**config.mk**
```make
export PLATFORM = sky130hd
export DESIGN_NAME = audio_timer_bank
export DESIGN_NICKNAME = d
export VERILOG_FILES = /design/src/rtl/atb_pkg.sv /design/src/rtl/atb_nibble_ctr.sv /design/src/rtl/atb_slow_acc.sv /design/src/rtl/atb_fast_acc.sv /design/src/rtl/audio_timer_bank.sv
export SDC_FILE = /design/constraint.sdc
export NUM_CORES = 1
export LEC_CHECK = 0
export BUFFER_PORTS_ARGS = -buffer_cell sky130_fd_sc_hd__buf_2
export CORE_ASPECT_RATIO = 0.6
export CORE_UTILIZATION = 40
export DETAILED_ROUTE_END_ITERATION = 7
export GPL_TIMING_DRIVEN = 0
export SLEW_MARGIN = 20
export SYNTH_ARGS = -nofsm -noshare
export SYNTH_HDL_FRONTEND = slang
export SYNTH_HIERARCHICAL = 1
export SYNTH_SLANG_ARGS = --single-unit
```
**constraint.sdc**
```tcl
create_clock -name clk -period 13.3 [get_ports clk]
set_clock_uncertainty 0.05 [all_clocks]
set_input_delay 0.665 -clock clk [delete_from_list [all_inputs] [get_ports clk]]
set_output_delay 0.665 -clock clk [all_outputs]
set_load 0.01 [all_outputs]
```
**src/rtl/atb_pkg.sv**
```systemverilog
package atb_pkg;

   localparam int unsigned NUM_TIMERS = 3;
   localparam int unsigned FAST_IDX   = 2;

   typedef enum logic {TK_SLOW = 1'b0, TK_FAST = 1'b1} tkind_e;

   function automatic tkind_e timer_kind(input int unsigned idx);
      return (idx == FAST_IDX) ? TK_FAST : TK_SLOW;
   endfunction

endpackage

```
**src/rtl/atb_nibble_ctr.sv**
```systemverilog
module atb_nibble_ctr #(
   parameter int unsigned CNT_W = 4,
   parameter int unsigned INC_W = 1
) (
   input  logic             clk,
   input  logic             rst_n,
   input  logic             clr,
   input  logic [INC_W-1:0] inc,
   output logic [CNT_W-1:0] q
);

   if (INC_W > CNT_W) begin : g_bad_inc
      $error("atb_nibble_ctr: INC_W must not exceed CNT_W");
   end

   always_ff @(posedge clk or negedge rst_n) begin
      if (!rst_n) q <= '0;
      else        q <= (clr ? '0 : q) + CNT_W'(inc);
   end

endmodule

```
**src/rtl/atb_slow_acc.sv**
```systemverilog
module atb_slow_acc #(
   parameter int unsigned TGT_W = 8
) (
   input  logic             clk,
   input  logic             rst_n,
   input  logic             adv,
   input  logic [TGT_W-1:0] tgt,
   output logic             hit
);

   localparam int unsigned AW = TGT_W + 1;

   logic [AW-1:0] acc_q;
   logic [AW-1:0] teff;
   logic [AW-1:0] nxt;

   always_comb begin
      teff = (tgt == '0) ? (AW'(1) << TGT_W) : AW'(tgt);
      nxt  = acc_q + AW'(1);
      hit  = adv && (nxt >= teff);
   end

   always_ff @(posedge clk or negedge rst_n) begin
      if (!rst_n)   acc_q <= '0;
      else if (hit) acc_q <= '0;
      else if (adv) acc_q <= nxt;
   end

endmodule

```
**src/rtl/atb_fast_acc.sv**
```systemverilog
module atb_fast_acc #(
   parameter int unsigned TGT_W   = 8,
   parameter int unsigned STEP    = 4,
   parameter int unsigned MIN_TGT = 2,
   parameter int unsigned MAX_SUB = 2,
   parameter int unsigned SUB_W   = $clog2(MAX_SUB + 1)
) (
   input  logic             clk,
   input  logic             rst_n,
   input  logic             adv,
   input  logic [TGT_W-1:0] tgt,
   output logic [SUB_W-1:0] subs
);

   localparam int unsigned AW = $clog2((1 << TGT_W) + STEP) + 1;

   if (MIN_TGT < 1) begin : g_bad_min
      $error("atb_fast_acc: MIN_TGT must be at least 1");
   end
   if (MIN_TGT - 1 + STEP >= (MAX_SUB + 1) * MIN_TGT) begin : g_bad_iter
      $error("atb_fast_acc: MAX_SUB too small for STEP and MIN_TGT");
   end

   logic [AW-1:0]    acc_q, acc_d;
   logic [AW-1:0]    teff, work;
   logic [SUB_W-1:0] n;

   always_comb begin
      if (tgt == '0)                  teff = AW'(1) << TGT_W;
      else if (AW'(tgt) < AW'(MIN_TGT)) teff = AW'(MIN_TGT);
      else                            teff = AW'(tgt);
      work = acc_q + AW'(STEP);
      n    = '0;
      for (int j = 0; j < int'(MAX_SUB); j++) begin
         if (work >= teff) begin
            work = work - teff;
            n    = n + SUB_W'(1);
         end
      end
      subs  = adv ? n : '0;
      acc_d = adv ? work : acc_q;
   end

   always_ff @(posedge clk or negedge rst_n) begin
      if (!rst_n) acc_q <= '0;
      else        acc_q <= acc_d;
   end

endmodule

```
**src/rtl/audio_timer_bank.sv**
```systemverilog
module audio_timer_bank
   import atb_pkg::*;
#(
   parameter int unsigned TGT_W         = 8,
   parameter int unsigned CNT_W         = 4,
   parameter int unsigned FAST_STEP     = 4,
   parameter int unsigned FAST_MIN_TGT  = 2,
   parameter int unsigned FAST_MAX_SUB  = 2
) (
   input  logic                        clk,
   input  logic                        rst_n,
   input  logic                        line_tick_i,
   input  logic                        line_odd_i,
   input  logic [NUM_TIMERS-1:0]       en_i,
   input  logic [NUM_TIMERS-1:0]       rd_clr_i,
   input  logic [NUM_TIMERS*TGT_W-1:0] tgt_i,
   output logic [NUM_TIMERS*CNT_W-1:0] cnt_o,
   output logic                        wake_o
);

   localparam int unsigned SUB_W = $clog2(FAST_MAX_SUB + 1);

   if (TGT_W < 2) begin : g_bad_tgt
      $error("audio_timer_bank: TGT_W must be at least 2");
   end

   logic [NUM_TIMERS-1:0] any_inc;

   for (genvar g = 0; g < int'(NUM_TIMERS); g++) begin : g_tmr
      if (timer_kind(g) == TK_FAST) begin : g_fast
         logic [SUB_W-1:0] subs;
         atb_fast_acc #(
            .TGT_W(TGT_W), .STEP(FAST_STEP), .MIN_TGT(FAST_MIN_TGT),
            .MAX_SUB(FAST_MAX_SUB), .SUB_W(SUB_W)
         ) u_acc (
            .clk(clk), .rst_n(rst_n),
            .adv(line_tick_i & en_i[g]),
            .tgt(tgt_i[g*TGT_W +: TGT_W]),
            .subs(subs)
         );
         atb_nibble_ctr #(.CNT_W(CNT_W), .INC_W(SUB_W)) u_ctr (
            .clk(clk), .rst_n(rst_n), .clr(rd_clr_i[g]),
            .inc(subs), .q(cnt_o[g*CNT_W +: CNT_W])
         );
         assign any_inc[g] = |subs;
      end else begin : g_slow
         logic hit;
         atb_slow_acc #(.TGT_W(TGT_W)) u_acc (
            .clk(clk), .rst_n(rst_n),
            .adv(line_tick_i & line_odd_i & en_i[g]),
            .tgt(tgt_i[g*TGT_W +: TGT_W]),
            .hit(hit)
         );
         atb_nibble_ctr #(.CNT_W(CNT_W), .INC_W(1)) u_ctr (
            .clk(clk), .rst_n(rst_n), .clr(rd_clr_i[g]),
            .inc(hit), .q(cnt_o[g*CNT_W +: CNT_W])
         );
         assign any_inc[g] = hit;
      end
   end

   always_ff @(posedge clk or negedge rst_n) begin
      if (!rst_n) wake_o <= 1'b0;
      else        wake_o <= |any_inc;
   end

endmodule

```
==> flow_summary.json <==
{
  "regArea_sq_um": 1030,
  "port_buffers": 46,
  "startpoint": "tgt_i[21]",
  "power_frac_clock_pct": 11.0,
  "rows": 27,
  "htree_levels": 2,
  "comb_power_share_pct": 73.5,
  "async_reset_ff_share_pct": 100,
  "ant_nets": 0,
  "syn_nets": 512,
  "viasPerCell": 5.13,
  "grt_use_total_pct": 17.8,
  "synth.distinct_cells": 60,
  "antenna_found_initial": 0,
  "cts.sinks": 41,
  "syn-cell-area_sq_um": 3790,
  "drt_first_pass_iters": 4,
  "synthTopCellsByArea": "dfrtp_1 27%, ha_1 15%, xnor2_1 5.1%, inv_1 4.7%, a21oi_1 3.0%",
  "maxSlewViolCount": 0,
  "worstPathRequired_ps": 13420,
  "power.density_nw_per_um2": 296,
  "synth_most_common_cell": "inv_1",
  "postCtsSetupBuffers": 0,
  "cp_top_family": "compound AO/OA/AOI/OAI gates",
  "cts_resized": 0,
  "clock_latency_ps": 290,
  "r2r-end": "g_tmr[2].g_fast.u_ctr/q[2]",
  "vias": 3145,
  "synthesis.instances": 429,
  "cts_hold_buf": 0,
  "cts_buffers": 5,
  "netSwitchingFraction_pct": 45.9,
  "path_clk_slew_ps": 60,
  "finish.net_count": 565,
  "drive_gt1_share_pct": 16.6,
  "critPathMaxStageDelay_ps": 590,
  "core-area_sq_um": 9190,
  "grt_max_degree": 42,
  "hold_class": "in -> async",
  "initial_utilization_pct": 41.2,
  "yosys_warnings": 6,
  "slew_headroom_pct": 38.7,
  "crit_slowest_cell": "o21ai_0",
  "utilization_pct": 47.4,
  "timing.critical_path.to": "g_tmr[2].g_fast.u_ctr/q[2]",
  "synth_common_cells": "47 x inv_1, 46 x ha_1, 41 x dfrtp_1, 23 x a21oi_1, 23 x nor2_1",
  "avgSynthCellArea_sq_um": 8.83,
  "period_share_pct": 47.5,
  "grt_overflow": 0,
  "cts_tree": "built",
  "wl_per_cell_um": 13.7,
  "cp-start-kind": "input port",
  "critPathArrivalTime_ps": 6440,
  "p_int_mw": 0.698,
  "grt_setup_unrepaired": "no",
  "drc": 0,
  "grt_pass1_wl_um": 13800,
  "critical_path_class": "in -> reg",
  "reg2reg_setup_slack_ps": 7090,
  "synth_seq_cells": 41,
  "antennaDiodeCount": 0,
  "max_cap_viol_count": 0,
  "yosysTopAreaCell": "dfrtp_1",
  "fmax_ghz": 0.158,
  "worstPathMaxFanout": 10,
  "setup_viol": 0,
  "r2r-start": "g_tmr[2].g_fast.u_acc/acc_q[2]",
  "area_growth_pct": 14.9,
  "die_x_um": 128,
  "p_leak_nw": 2.16,
  "path_buf_inv": 5,
  "fin_setup_tns_ps": 0,
  "yosys.area.top_type_share_pct": 27.1,
  "seqPwrFrac_pct": 15.5,
  "worst_pin_slew_ps": 919,
  "dp_hpwl_um": 6780,
  "cts_root_buf": "clkbuf_16",
  "drtIter0Drc": 160,
  "period_minus_slack_ps": 6320,
  "irDropWorstVdd_uv": 148,
  "cts_max_path_buffers": 2,
  "power_mw": 1.29,
  "hold_viol": 0,
  "end_kind": "flip-flop",
  "totalWireLength_um": 8410,
  "multi_input_area_sq_um": 2490,
  "ys.flop_type": "dfrtp_1",
  "synth_edf_count": 0,
  "status": "complete, no violations",
  "holdWs_ps": 455,
  "synth-seq-area-share_pct": 27.1,
  "p_switching_mw": 0.593,
  "rr_worst_depth": 26,
  "nFillCells": 922,
  "first_global_vias": 2929,
  "io_pins": 47,
  "die-height_um": 77.4,
  "globalplace.congestion": 0.805,
  "die-area_sq_um": 9870,
  "cp.depth": 27
}
## sequential cells by signal (all words and copies together), names as in the netlist
name and flops:
g_tmr.g_slow.u_acc/acc_q 18, g_tmr.g_fast.u_acc/acc_q 10, g_tmr.g_fast.u_ctr/q 4, g_tmr.g_slow.u_ctr/q 8, wake_o 1
## through the flow
| stage | cells | cell area (sq um) | worst slack (ps) |
|---|---|---|---|
| 6_report | 613 | 4350 | 6980 |
| 5_1_grt | 613 | 4350 | 6600 |
| 4_1_cts | 613 | 4350 | 6980 |
| 3_5_place_dp | 605 | 4180 | 6690 |
| 3_3_place_gp | 605 | 4180 | 6730 |
| 2_1_floorplan | 429 | 3790 | 7510 |
## area by class of cell
type	instances	share of cell area [%]
Buffer	13	2.16
Clock buffer	7	3.28
Clock inverter	1	0.690
Inverter	47	4.05
Multi-Input combinational cell	328	57.2
Sequential cell	41	23.6
Tap cell	130	3.74
Timing Repair Buffer	46	5.29
## worst min path at each step
stage          slack, ps                        endpoint                           start  cells after the start
3_3_place_gp         450  g_tmr[2].g_fast.u_acc/acc_q[0]  g_tmr[2].g_fast.u_acc/acc_q[0]                      1
5_1_grt              480  g_tmr[2].g_fast.u_acc/acc_q[0]  g_tmr[2].g_fast.u_acc/acc_q[0]                      1
3_5_place_dp         450  g_tmr[2].g_fast.u_acc/acc_q[0]  g_tmr[2].g_fast.u_acc/acc_q[0]                      1
6_report             450      g_tmr[0].g_slow.u_ctr/q[1]                           rst_n                      1
2_1_floorplan        320  g_tmr[0].g_slow.u_acc/acc_q[0]                           rst_n                      0
4_1_cts              470  g_tmr[2].g_fast.u_acc/acc_q[0]  g_tmr[2].g_fast.u_acc/acc_q[0]                      1
## kinds of logic after synthesis
logic type                 Yosys count  synth area share [%]
buffers and inverters               60                  7.14
muxes                               18                  5.25
xor gates and xnor gates            35                  8.09
adders and majority gates           49                  16.8
and+or+nand+nor                    127                  18.3
AOI/OAI and AO/OA                   99                  17.4
DFF                                 41                  27.1
## power by group through the flow
stage	combinational (mW)	clock [mW]	sequential, mW
floorplan	0.758	0	0.194
global placement	0.920	0	0.201
detailed placement	0.941	0	0.201
CTS	0.947	0.146	0.199
global route	1.06	0.152	0.205
finish	0.949	0.142	0.200
## cell usage in the layout, fill, tap and decap left out, types with 3 or more instances in the layout
master     instances
buf_2             48
o21ai_1            6
nor2b_1           12
and3_1             5
nand2_1           22
ha_1              46
and2_1             4
nand2b_1           4
nand3_1           12
nor2_1            23
o22ai_1           10
xor2_1            13
clkbuf_16          5
a31oi_1            3
nor4_1             5
or2_2              3
o21ai_0           17
xnor2_1           22
nand4_1            5
a21o_1            13
clkbuf_1           7
mux2i_1            9
nand3b_1           6
nor3_1            10
mux2_2             6
dfrtp_1           41
buf_6              3
a21oi_1           23
o21a_1             7
fa_1               3
inv_1             47
## layer usage
layer  vias to the layer above  share of wire (%)  track usage [%]
li1                       1622                  -                -
met1                      1457                 54             28.0
met2                        58                 39             24.6
met3                         8                5.4             3.45
met4                         0               0.81             3.88
met5                         -                  0                0
(Power assumes the default switching activity.)
